**src/rtl/busclk_pkg.sv**
```systemverilog
// Package: shared sizing helpers for the prescaler tree.
// Assumes: a code field splits into one enable bit and a lower index field.
package busclk_pkg;

    // Largest log2 ratio a code field can select.
    function automatic int max_shift(input int code_w, input int has_gap);
        return (1 << (code_w - 1)) + has_gap;
    endfunction

    // Bits needed to hold a shift value in 0..max.
    function automatic int shift_width(input int max_sh);
        return $clog2(max_sh + 1);
    endfunction

endpackage

```
**src/rtl/busclk_decode.sv**
```systemverilog
// Module: maps a ratio code to log2 of the division ratio.
// The top code bit enables division. The lower bits select 2^(idx+1).
// With HAS_GAP set, the upper half of the index range skips one power
// of two.
// Assumes: CODE_W >= 2 and SH_W wide enough for the largest shift.
module busclk_decode #(
    parameter int CODE_W  = 4,
    parameter int HAS_GAP = 1,
    parameter int SH_W    = 4
) (
    input  logic [CODE_W-1:0] code,
    output logic [SH_W-1:0]   shift
);
    localparam int IDX_W = CODE_W - 1;

    logic [IDX_W-1:0] idx;
    logic [SH_W-1:0]  skip;

    assign idx = code[IDX_W-1:0];

    generate
        if (HAS_GAP != 0) begin : g_gap
            // Upper half of the index range jumps one extra power of two.
            assign skip = SH_W'(idx[IDX_W-1]);
        end else begin : g_nogap
            assign skip = '0;
        end
    endgenerate

    // Enabled codes give idx+1 (+skip); disabled codes give no division.
    always_comb begin
        if (code[CODE_W-1]) shift = SH_W'(idx) + SH_W'(1) + skip;
        else                shift = '0;
    end

endmodule

```
**src/rtl/busclk_div.sv**
```systemverilog
// Module: a free-running power-of-two divider clocked by an enable.
// It counts src_en pulses and raises tick on the last count of each
// period. The ratio is reloaded from next_shift only when tick fires.
// Assumes: next_shift <= MAX_SH, and src_en is synchronous to clk.
module busclk_div #(
    parameter int MAX_SH = 9,
    parameter int SH_W   = 4
) (
    input  logic            clk,
    input  logic            rst_n,
    input  logic            src_en,
    input  logic [SH_W-1:0] next_shift,
    output logic            tick
);
    localparam int CNT_W = (MAX_SH > 0) ? MAX_SH : 1;

    logic [CNT_W-1:0] cnt;
    logic [SH_W-1:0]  cur_shift;
    logic [CNT_W:0]   span;
    logic [CNT_W:0]   span_m1;
    logic [CNT_W-1:0] last;

    // Last count value of the running period: 2^cur_shift - 1.
    always_comb begin
        span    = (CNT_W + 1)'(1) << cur_shift;
        span_m1 = span - (CNT_W + 1)'(1);
        last    = span_m1[CNT_W-1:0];
    end

    assign tick = src_en && (cnt == last);

    // Advance on each source enable; wrap and reload the ratio on tick.
    always_ff @(posedge clk) begin
        if (!rst_n) begin
            cnt       <= '0;
            cur_shift <= '0;
        end else if (src_en) begin
            if (cnt == last) begin
                cnt       <= '0;
                cur_shift <= next_shift;
            end else begin
                cnt <= cnt + CNT_W'(1);
            end
        end
    end

    p_tick_has_source_r7: assert property (@(posedge clk) disable iff (!rst_n)
        tick |-> src_en);
    p_count_in_span_r8: assert property (@(posedge clk) disable iff (!rst_n)
        cnt <= last);
    p_shift_hold_r8: assert property (@(posedge clk) disable iff (!rst_n)
        !tick |=> $stable(cur_shift));
    p_restart_r3: assert property (@(posedge clk) disable iff (!rst_n)
        tick |=> (cnt == '0));
    p_shift_legal_r4: assert property (@(posedge clk) disable iff (!rst_n)
        int'(cur_shift) <= MAX_SH);

endmodule

```
**src/rtl/busclk_tree.sv**
```systemverilog
// Module: a three-divider prescaler tree.
// The high-speed divider runs from the system clock. Both peripheral
// dividers advance only on high-speed ticks.
// Assumes: codes are synchronous to clk; all ticks are enables, not clocks.
module busclk_tree #(
    parameter int AHB_CODE_W = 4,
    parameter int APB_CODE_W = 3
) (
    input  logic                  clk,
    input  logic                  rst_n,
    input  logic [AHB_CODE_W-1:0] ahb_code,
    input  logic [APB_CODE_W-1:0] apb1_code,
    input  logic [APB_CODE_W-1:0] apb2_code,
    output logic                  ahb_tick,
    output logic                  apb1_tick,
    output logic                  apb2_tick
);
    import busclk_pkg::*;

    localparam int AHB_MAX = max_shift(AHB_CODE_W, 1);
    localparam int APB_MAX = max_shift(APB_CODE_W, 0);
    localparam int AHB_SHW = shift_width(AHB_MAX);
    localparam int APB_SHW = shift_width(APB_MAX);
    localparam int N_APB   = 2;

    logic [AHB_SHW-1:0]    ahb_shift;
    logic [APB_CODE_W-1:0] apb_code [N_APB];
    logic [N_APB-1:0]      apb_tick;

    assign apb_code[0] = apb1_code;
    assign apb_code[1] = apb2_code;
    assign apb1_tick   = apb_tick[0];
    assign apb2_tick   = apb_tick[1];

    busclk_decode #(.CODE_W(AHB_CODE_W), .HAS_GAP(1), .SH_W(AHB_SHW)) u_ahb_dec (
        .code  (ahb_code),
        .shift (ahb_shift)
    );

    busclk_div #(.MAX_SH(AHB_MAX), .SH_W(AHB_SHW)) u_ahb_div (
        .clk        (clk),
        .rst_n      (rst_n),
        .src_en     (1'b1),
        .next_shift (ahb_shift),
        .tick       (ahb_tick)
    );

    generate
        for (genvar g = 0; g < N_APB; g++) begin : g_apb
            logic [APB_SHW-1:0] sh;

            busclk_decode #(.CODE_W(APB_CODE_W), .HAS_GAP(0), .SH_W(APB_SHW)) u_dec (
                .code  (apb_code[g]),
                .shift (sh)
            );

            busclk_div #(.MAX_SH(APB_MAX), .SH_W(APB_SHW)) u_div (
                .clk        (clk),
                .rst_n      (rst_n),
                .src_en     (ahb_tick),
                .next_shift (sh),
                .tick       (apb_tick[g])
            );
        end
    endgenerate

    p_apb1_within_ahb_r7: assert property (@(posedge clk) disable iff (!rst_n)
        apb1_tick |-> ahb_tick);
    p_apb2_within_ahb_r7: assert property (@(posedge clk) disable iff (!rst_n)
        apb2_tick |-> ahb_tick);

endmodule

```
**config.mk**
```make
export PLATFORM = sky130hd
export DESIGN_NAME = busclk_tree
export DESIGN_NICKNAME = d
export VERILOG_FILES = /design/src/rtl/busclk_pkg.sv /design/src/rtl/busclk_decode.sv /design/src/rtl/busclk_div.sv /design/src/rtl/busclk_tree.sv
export SDC_FILE = /design/constraint.sdc
export NUM_CORES = 1
export LEC_CHECK = 0
export CAP_MARGIN = 20
export CORE_AREA = 2 2 71 73
export DETAILED_ROUTE_END_ITERATION = 7
export DIE_AREA = 0 0 73 75
export DONT_BUFFER_PORTS = 1
export PLACE_DENSITY_LB_ADDON = 0.2
export RECOVER_POWER = 50
export SYNTH_ARGS = -nofsm -noshare
export SYNTH_HDL_FRONTEND = slang
export SYNTH_SLANG_ARGS = --single-unit
```
**constraint.sdc**
```tcl
create_clock -name clk -period 3.85 [get_ports clk]
set_input_delay 0.1925 -clock clk [delete_from_list [all_inputs] [get_ports clk]]
set_output_delay 0.1925 -clock clk [all_outputs]
set_load 0.005 [all_outputs]
```
# Word-level counts from Yosys, hierarchy flattened
# Cells that the tools add are included.
# classes
bitwise_logic	1
shifts	3
mux	5
eq_ne	3
addsub	10
n_reduce_logical	5
# op_table
cell	count
two-way mux 4 bit	3
adder 9 x 1 -> 9 bit, second input constant	1
== test 9 bit	1
<< shifter 1 x 4 -> 9 bit, first input constant	1
subtractor 9 x 1 -> 9 bit, second input constant	1
adder 4 x 1 -> 4 bit, second input constant	2
== test 4 bit	2
<< shifter 1 x 3 -> 4 bit, first input constant	2
subtractor 4 x 1 -> 4 bit, second input constant	2
adder 2 x 1 -> 3 bit, second input constant	2
two-way mux 3 bit	2
adder 3 x 1 -> 4 bit, second input constant	1
adder 4 x 1 -> 4 bit	1
AND reduction 2 bit	2
logical AND 1 bit	2
OR reduction 2 bit	1
NOT 1 bit	1
# word_totals
word_cells	33
input_bits	12
reg_bits	27
output_inout_bits	3

# Logic depth before layout (Yosys ltp)
# logic_depth
word_depth	4
ltp_mapped	12
depth_no_buf	10

# By module
# Synthesis repeated with hierarchy kept, for this count alone.
# unflattened
hier_cells	211
area_unflattened_um2	1865.5
# modules_own_cells
module	cells_per_inst	area_each_um2	seq_area_each_um2	instances
busclk_div (u_ahb_div)	108	904.6	260.2	1
busclk_div (g_apb[0].u_div ...)	42	404.1	140.1	2
busclk_decode (g_apb[0].u_dec ...)	4	38.8	0.0	2
busclk_decode (u_ahb_dec)	10	71.3	0.0	1
busclk_tree	1	3.8	0.0	1

# Worst setup path after synthesis
# OpenSTA, ideal clock, no wires.
# synth_timing
path_type	reg2reg
from	register u_ahb_div.cur_shift[2]
to	register g_apb[0].u_div.cnt[3]
setup_ns	0.096
synth_period_minus_slack_ns	3.275
required_ns	3.754
arrival_ns	3.179
path_stages_with_launch	13
path_buffers	3
slack_ns	0.575
cell_sequence	dfxtp_1 > buf_2 > or3_1 > or2_2 > ha_1 > buf_2 > nor4_2 > o211a_1 > a211oi_1 > or4_1 > buf_2 > or3_4 > o41ai_2
# synth_between
elab_chain_len	3
# synth_lines
element	line_no	source
start: declaration	busclk_div.sv:18	logic [SH_W-1:0] cur_shift;
start signal: assignment	busclk_div.sv:40	cur_shift <= next_shift;
<< shifter 1 x 4 -> 9 bit	busclk_div.sv:25	span = (CNT_W + 1)'(1) << cur_shift;
subtractor 9 x 1 -> 9 bit	busclk_div.sv:26	span_m1 = span - (CNT_W + 1)'(1);
== test 9 bit	busclk_div.sv:30	assign tick = src_en && (cnt == last);
end signal: assignment	busclk_div.sv:42	cnt <= cnt + CNT_W'(1);
end: declaration	busclk_div.sv:17	logic [CNT_W-1:0] cnt;
# Every way passes these cells.
# A chain may end at the register's enable or synchronous reset.

# Worst setup path after layout
# layout_timing
from	register u_ahb_div.cur_shift[0]
to	output ahb_tick
# layout_between
elab_chain_len	3
# layout_lines
element	line_no	source
<< shifter 1 x 4 -> 9 bit	busclk_div.sv:25	
subtractor 9 x 1 -> 9 bit	busclk_div.sv:26	
== test 9 bit	busclk_div.sv:30	
end: declaration	busclk_tree.sv:14	output logic ahb_tick,
# Every way passes these cells.

==> flow_summary.json <==
{
  "worst-setup-path-type": "register to primary output",
  "clock-root-buffer": "sky130_fd_sc_hd__clkbuf_8",
  "dp_cells": 265,
  "ant_nets": 0,
  "synth-async-reset-ratio_pct": 0,
  "grt_pass1_vias": 1400,
  "period_needed_ns": 3.536,
  "fin_skew_ns": 0.006764,
  "final_nets": 238,
  "placementRows": 25,
  "drt_first_iter_violations": 105,
  "slew_viol_final": 0,
  "via_count": 1509,
  "drc": 0,
  "worstPathArrival_ns": 3.34,
  "ctsHtreeMaxLevel": 1,
  "routedWlPerCell_um": 12.97,
  "fin_setup_tns_ns": 0,
  "run_status": "complete, no violations",
  "track_usage_pct": 14.09,
  "gp_congestion": 0.8070,
  "io_pins": 15,
  "global_route.overflow_total": 0,
  "antenna_found_initial": 0,
  "report.final.setup_viol": 0,
  "worst_setup_hold_path_clk_slew_ns": 0.09,
  "design.die.area_um2": 5475,
  "seq_area_frac_synth_pct": 29.83,
  "post_synth_most_frequent_cells": "sky130_fd_sc_hd__dfxtp_1 (27), sky130_fd_sc_hd__nand2_1 (19), sky130_fd_sc_hd__nor2_1 (17)",
  "timing.slew.headroom_pct": 59.46,
  "multi_input_comb_area_um2": 1170,
  "end_kind": "primary output",
  "critPathLaunchType": "register",
  "ys_seq_elements": 27,
  "worstHoldPathType": "primary input to register",
  "final_min_period_over_clock_period_pct": 91.85,
  "crit_required_ns": 3.66,
  "die_x_um": 73,
  "cts_hold_buf": 0,
  "core_area_um2": 4661,
  "timing_worst_slew_pin_value_ns": 0.6031,
  "tritoncts.num_buffers": 3,
  "tritoncts": "yes",
  "crit_slowest_cell": "sky130_fd_sc_hd__nor4_2",
  "clk-insertion-delay-late_ns": 0.27,
  "n_fill_cell": 481,
  "cp_cell_sequence": "or3_1, or2_2, ha_1, nor3_1, o2111a_1, a211oi_1, nor4_2, nand2_1, inv_2",
  "top_area_cell_type_share_of_the_netlist_area_pct": 29.83,
  "totalWireLength_um": 3489,
  "diodes": 0,
  "synth_area_um2": 1812,
  "cpPeakStageDelay_ns": 0.57,
  "drive_above_1_share_pct": 6.512,
  "register_area_um2": 540.5,
  "cts_repair_resize_count": 0,
  "clkSinkCount": 27,
  "whs_ns": 0.05519,
  "ys_types": 50,
  "detail_route.first_pass.iterations": 4,
  "place_hpwl_um": 2547,
  "syn_area_per_cell_um2": 8.311,
  "synth_fp_nets": 240,
  "grt_setup_unrepaired": "no",
  "synth.largest_area_cell": "sky130_fd_sc_hd__dfxtp_1",
  "synth.area.top_cells": "sky130_fd_sc_hd__dfxtp_1 (30%), sky130_fd_sc_hd__ha_1 (6.9%), sky130_fd_sc_hd__mux2i_1 (5.5%), sky130_fd_sc_hd__xor2_1 (4.4%), sky130_fd_sc_hd__nand3_1 (4.1%)",
  "die_y_extent_um": 75,
  "detail_route.vias_per_cell": 5.610,
  "layout.cells.non_filler": 269,
  "grt_start_max_net_pins": 36,
  "maxClockFrequency_mhz": 282.8,
  "initial_utilization_pct": 38.87,
  "post_synthesis_cell_count": 218,
  "synthFlopType": "sky130_fd_sc_hd__dfxtp_1",
  "area_delta_synth_final_pct": 4.420,
  "place.port_buffers": 0,
  "grt_pass1_wl_um": 6168,
  "post-cts-setup-buffer-count": 0,
  "synth_enable_flop_cells": 0,
  "yosysMostFrequentCell": "sky130_fd_sc_hd__dfxtp_1",
  "max_capacitance_violation_count": 0,
  "crit_path_max_fanout": 12,
  "clock_path_buffers": 2,
  "synth.yosys.warnings": 0,
  "final_hold_viol_count": 0
}
## logic make-up after synthesis
kind of cell               share of synthesized area [%]
AOI/OAI and AO/OA                                  14.99
xor gates and xnor gates                           8.219
adders and majority gates                          6.906
buffers and inverters                              5.594
DFF                                                29.83
muxes                                              5.525
and+or+nand+nor                                    28.94
## through the flow
stage | cell area (um^2) | setup slack [ns] | util [%]
5_1_grt | 1892 | 0.06746 | 40.59
3_3_place_gp | 1849 | 0.4607 | 39.68
2_1_floorplan | 1812 | 0.5748 | -
3_5_place_dp | 1849 | 0.4187 | 39.68
6_report | 1892 | 0.3138 | 40.59
4_1_cts | 1896 | 0.3054 | 40.67
## state kept, by name (all words and copies together), names as in the netlist
signal                 flops
g_apb.u_div.cnt            8
g_apb.u_div.cur_shift      6
u_ahb_div.cur_shift        4
u_ahb_div.cnt              9
## cells in the final DEF, fill, tap and decap left out, types with 2 or more instances in the layout
cell type                   n
sky130_fd_sc_hd__a211oi_1   3
sky130_fd_sc_hd__a21oi_1    4
sky130_fd_sc_hd__and2_1     2
sky130_fd_sc_hd__and3_1     5
sky130_fd_sc_hd__and4_1     3
sky130_fd_sc_hd__buf_4      3
sky130_fd_sc_hd__clkbuf_8   3
sky130_fd_sc_hd__dfxtp_1   27
sky130_fd_sc_hd__ha_1      10
sky130_fd_sc_hd__inv_1     10
sky130_fd_sc_hd__mux2i_1   10
sky130_fd_sc_hd__nand2_1   19
sky130_fd_sc_hd__nand2b_1   3
sky130_fd_sc_hd__nand3_1   15
sky130_fd_sc_hd__nand3b_1   4
sky130_fd_sc_hd__nor2_1    17
sky130_fd_sc_hd__nor2b_1    3
sky130_fd_sc_hd__nor3_1     4
sky130_fd_sc_hd__nor3b_1    3
sky130_fd_sc_hd__nor4_1     3
sky130_fd_sc_hd__nor4_2     2
sky130_fd_sc_hd__o21ai_0    4
sky130_fd_sc_hd__o21ai_1    5
sky130_fd_sc_hd__o21bai_1   2
sky130_fd_sc_hd__o22ai_1    2
sky130_fd_sc_hd__o311a_1    2
sky130_fd_sc_hd__o311ai_1   4
sky130_fd_sc_hd__o31ai_1    2
sky130_fd_sc_hd__or3_1      4
sky130_fd_sc_hd__or4_1      2
sky130_fd_sc_hd__xnor2_1    8
sky130_fd_sc_hd__xor2_1     9
## worst max-delay path, delay by kind of cell, from the launching register on
kind,cells,cell delay (ns)
flip-flops,1,0.40
buffers and inverters,1,0.23
AO/OA/AOI/OAI,2,0.28
AND/OR/NAND/NOR,5,1.81
adder cells (fa/ha/maj),1,0.34
## final timing paths
path | slack, ns | from | to | depth (start not counted)
setup / recovery | 0.31 | u_ahb_div.cur_shift[0]$_SDFFE_PN0N_ | ahb_tick | 9
hold / removal | 0.06 | rst_n | g_apb[0].u_div.cnt[1]$_SDFFE_PN0N_ | 2
setup reg to reg | 0.41 | u_ahb_div.cur_shift[0]$_SDFFE_PN0N_ | g_apb[0].u_div.cnt[3]$_SDFFE_PN0N_ | 9
hold reg to reg | 0.48 | g_apb[0].u_div.cur_shift[0]$_SDFFE_PN0P_ | g_apb[0].u_div.cur_shift[0]$_SDFFE_PN0P_ | 2
## layer usage
layer	routed length, um	track usage (%)	part of all wire, %
met1	1760	18.56	50
met2	1591	23.82	46
met3	98	2.544	2.8
met4	38	3.704	1.1
met5	0	0	0
## final cells by class
class                      instances  share of cell area [%]
clock buffer                       3                   2.183
clock inverter                     1                  0.2646
inverter                          11                   2.183
multi-input combinational        169                   61.84
sequential                        27                   28.57
tap                               54                   3.571
timing repair buffer               4                   1.389
Power is left out: the tool's default activity adds up to more than one toggle a clock period on the data nets, which glitch-free logic cannot reach.
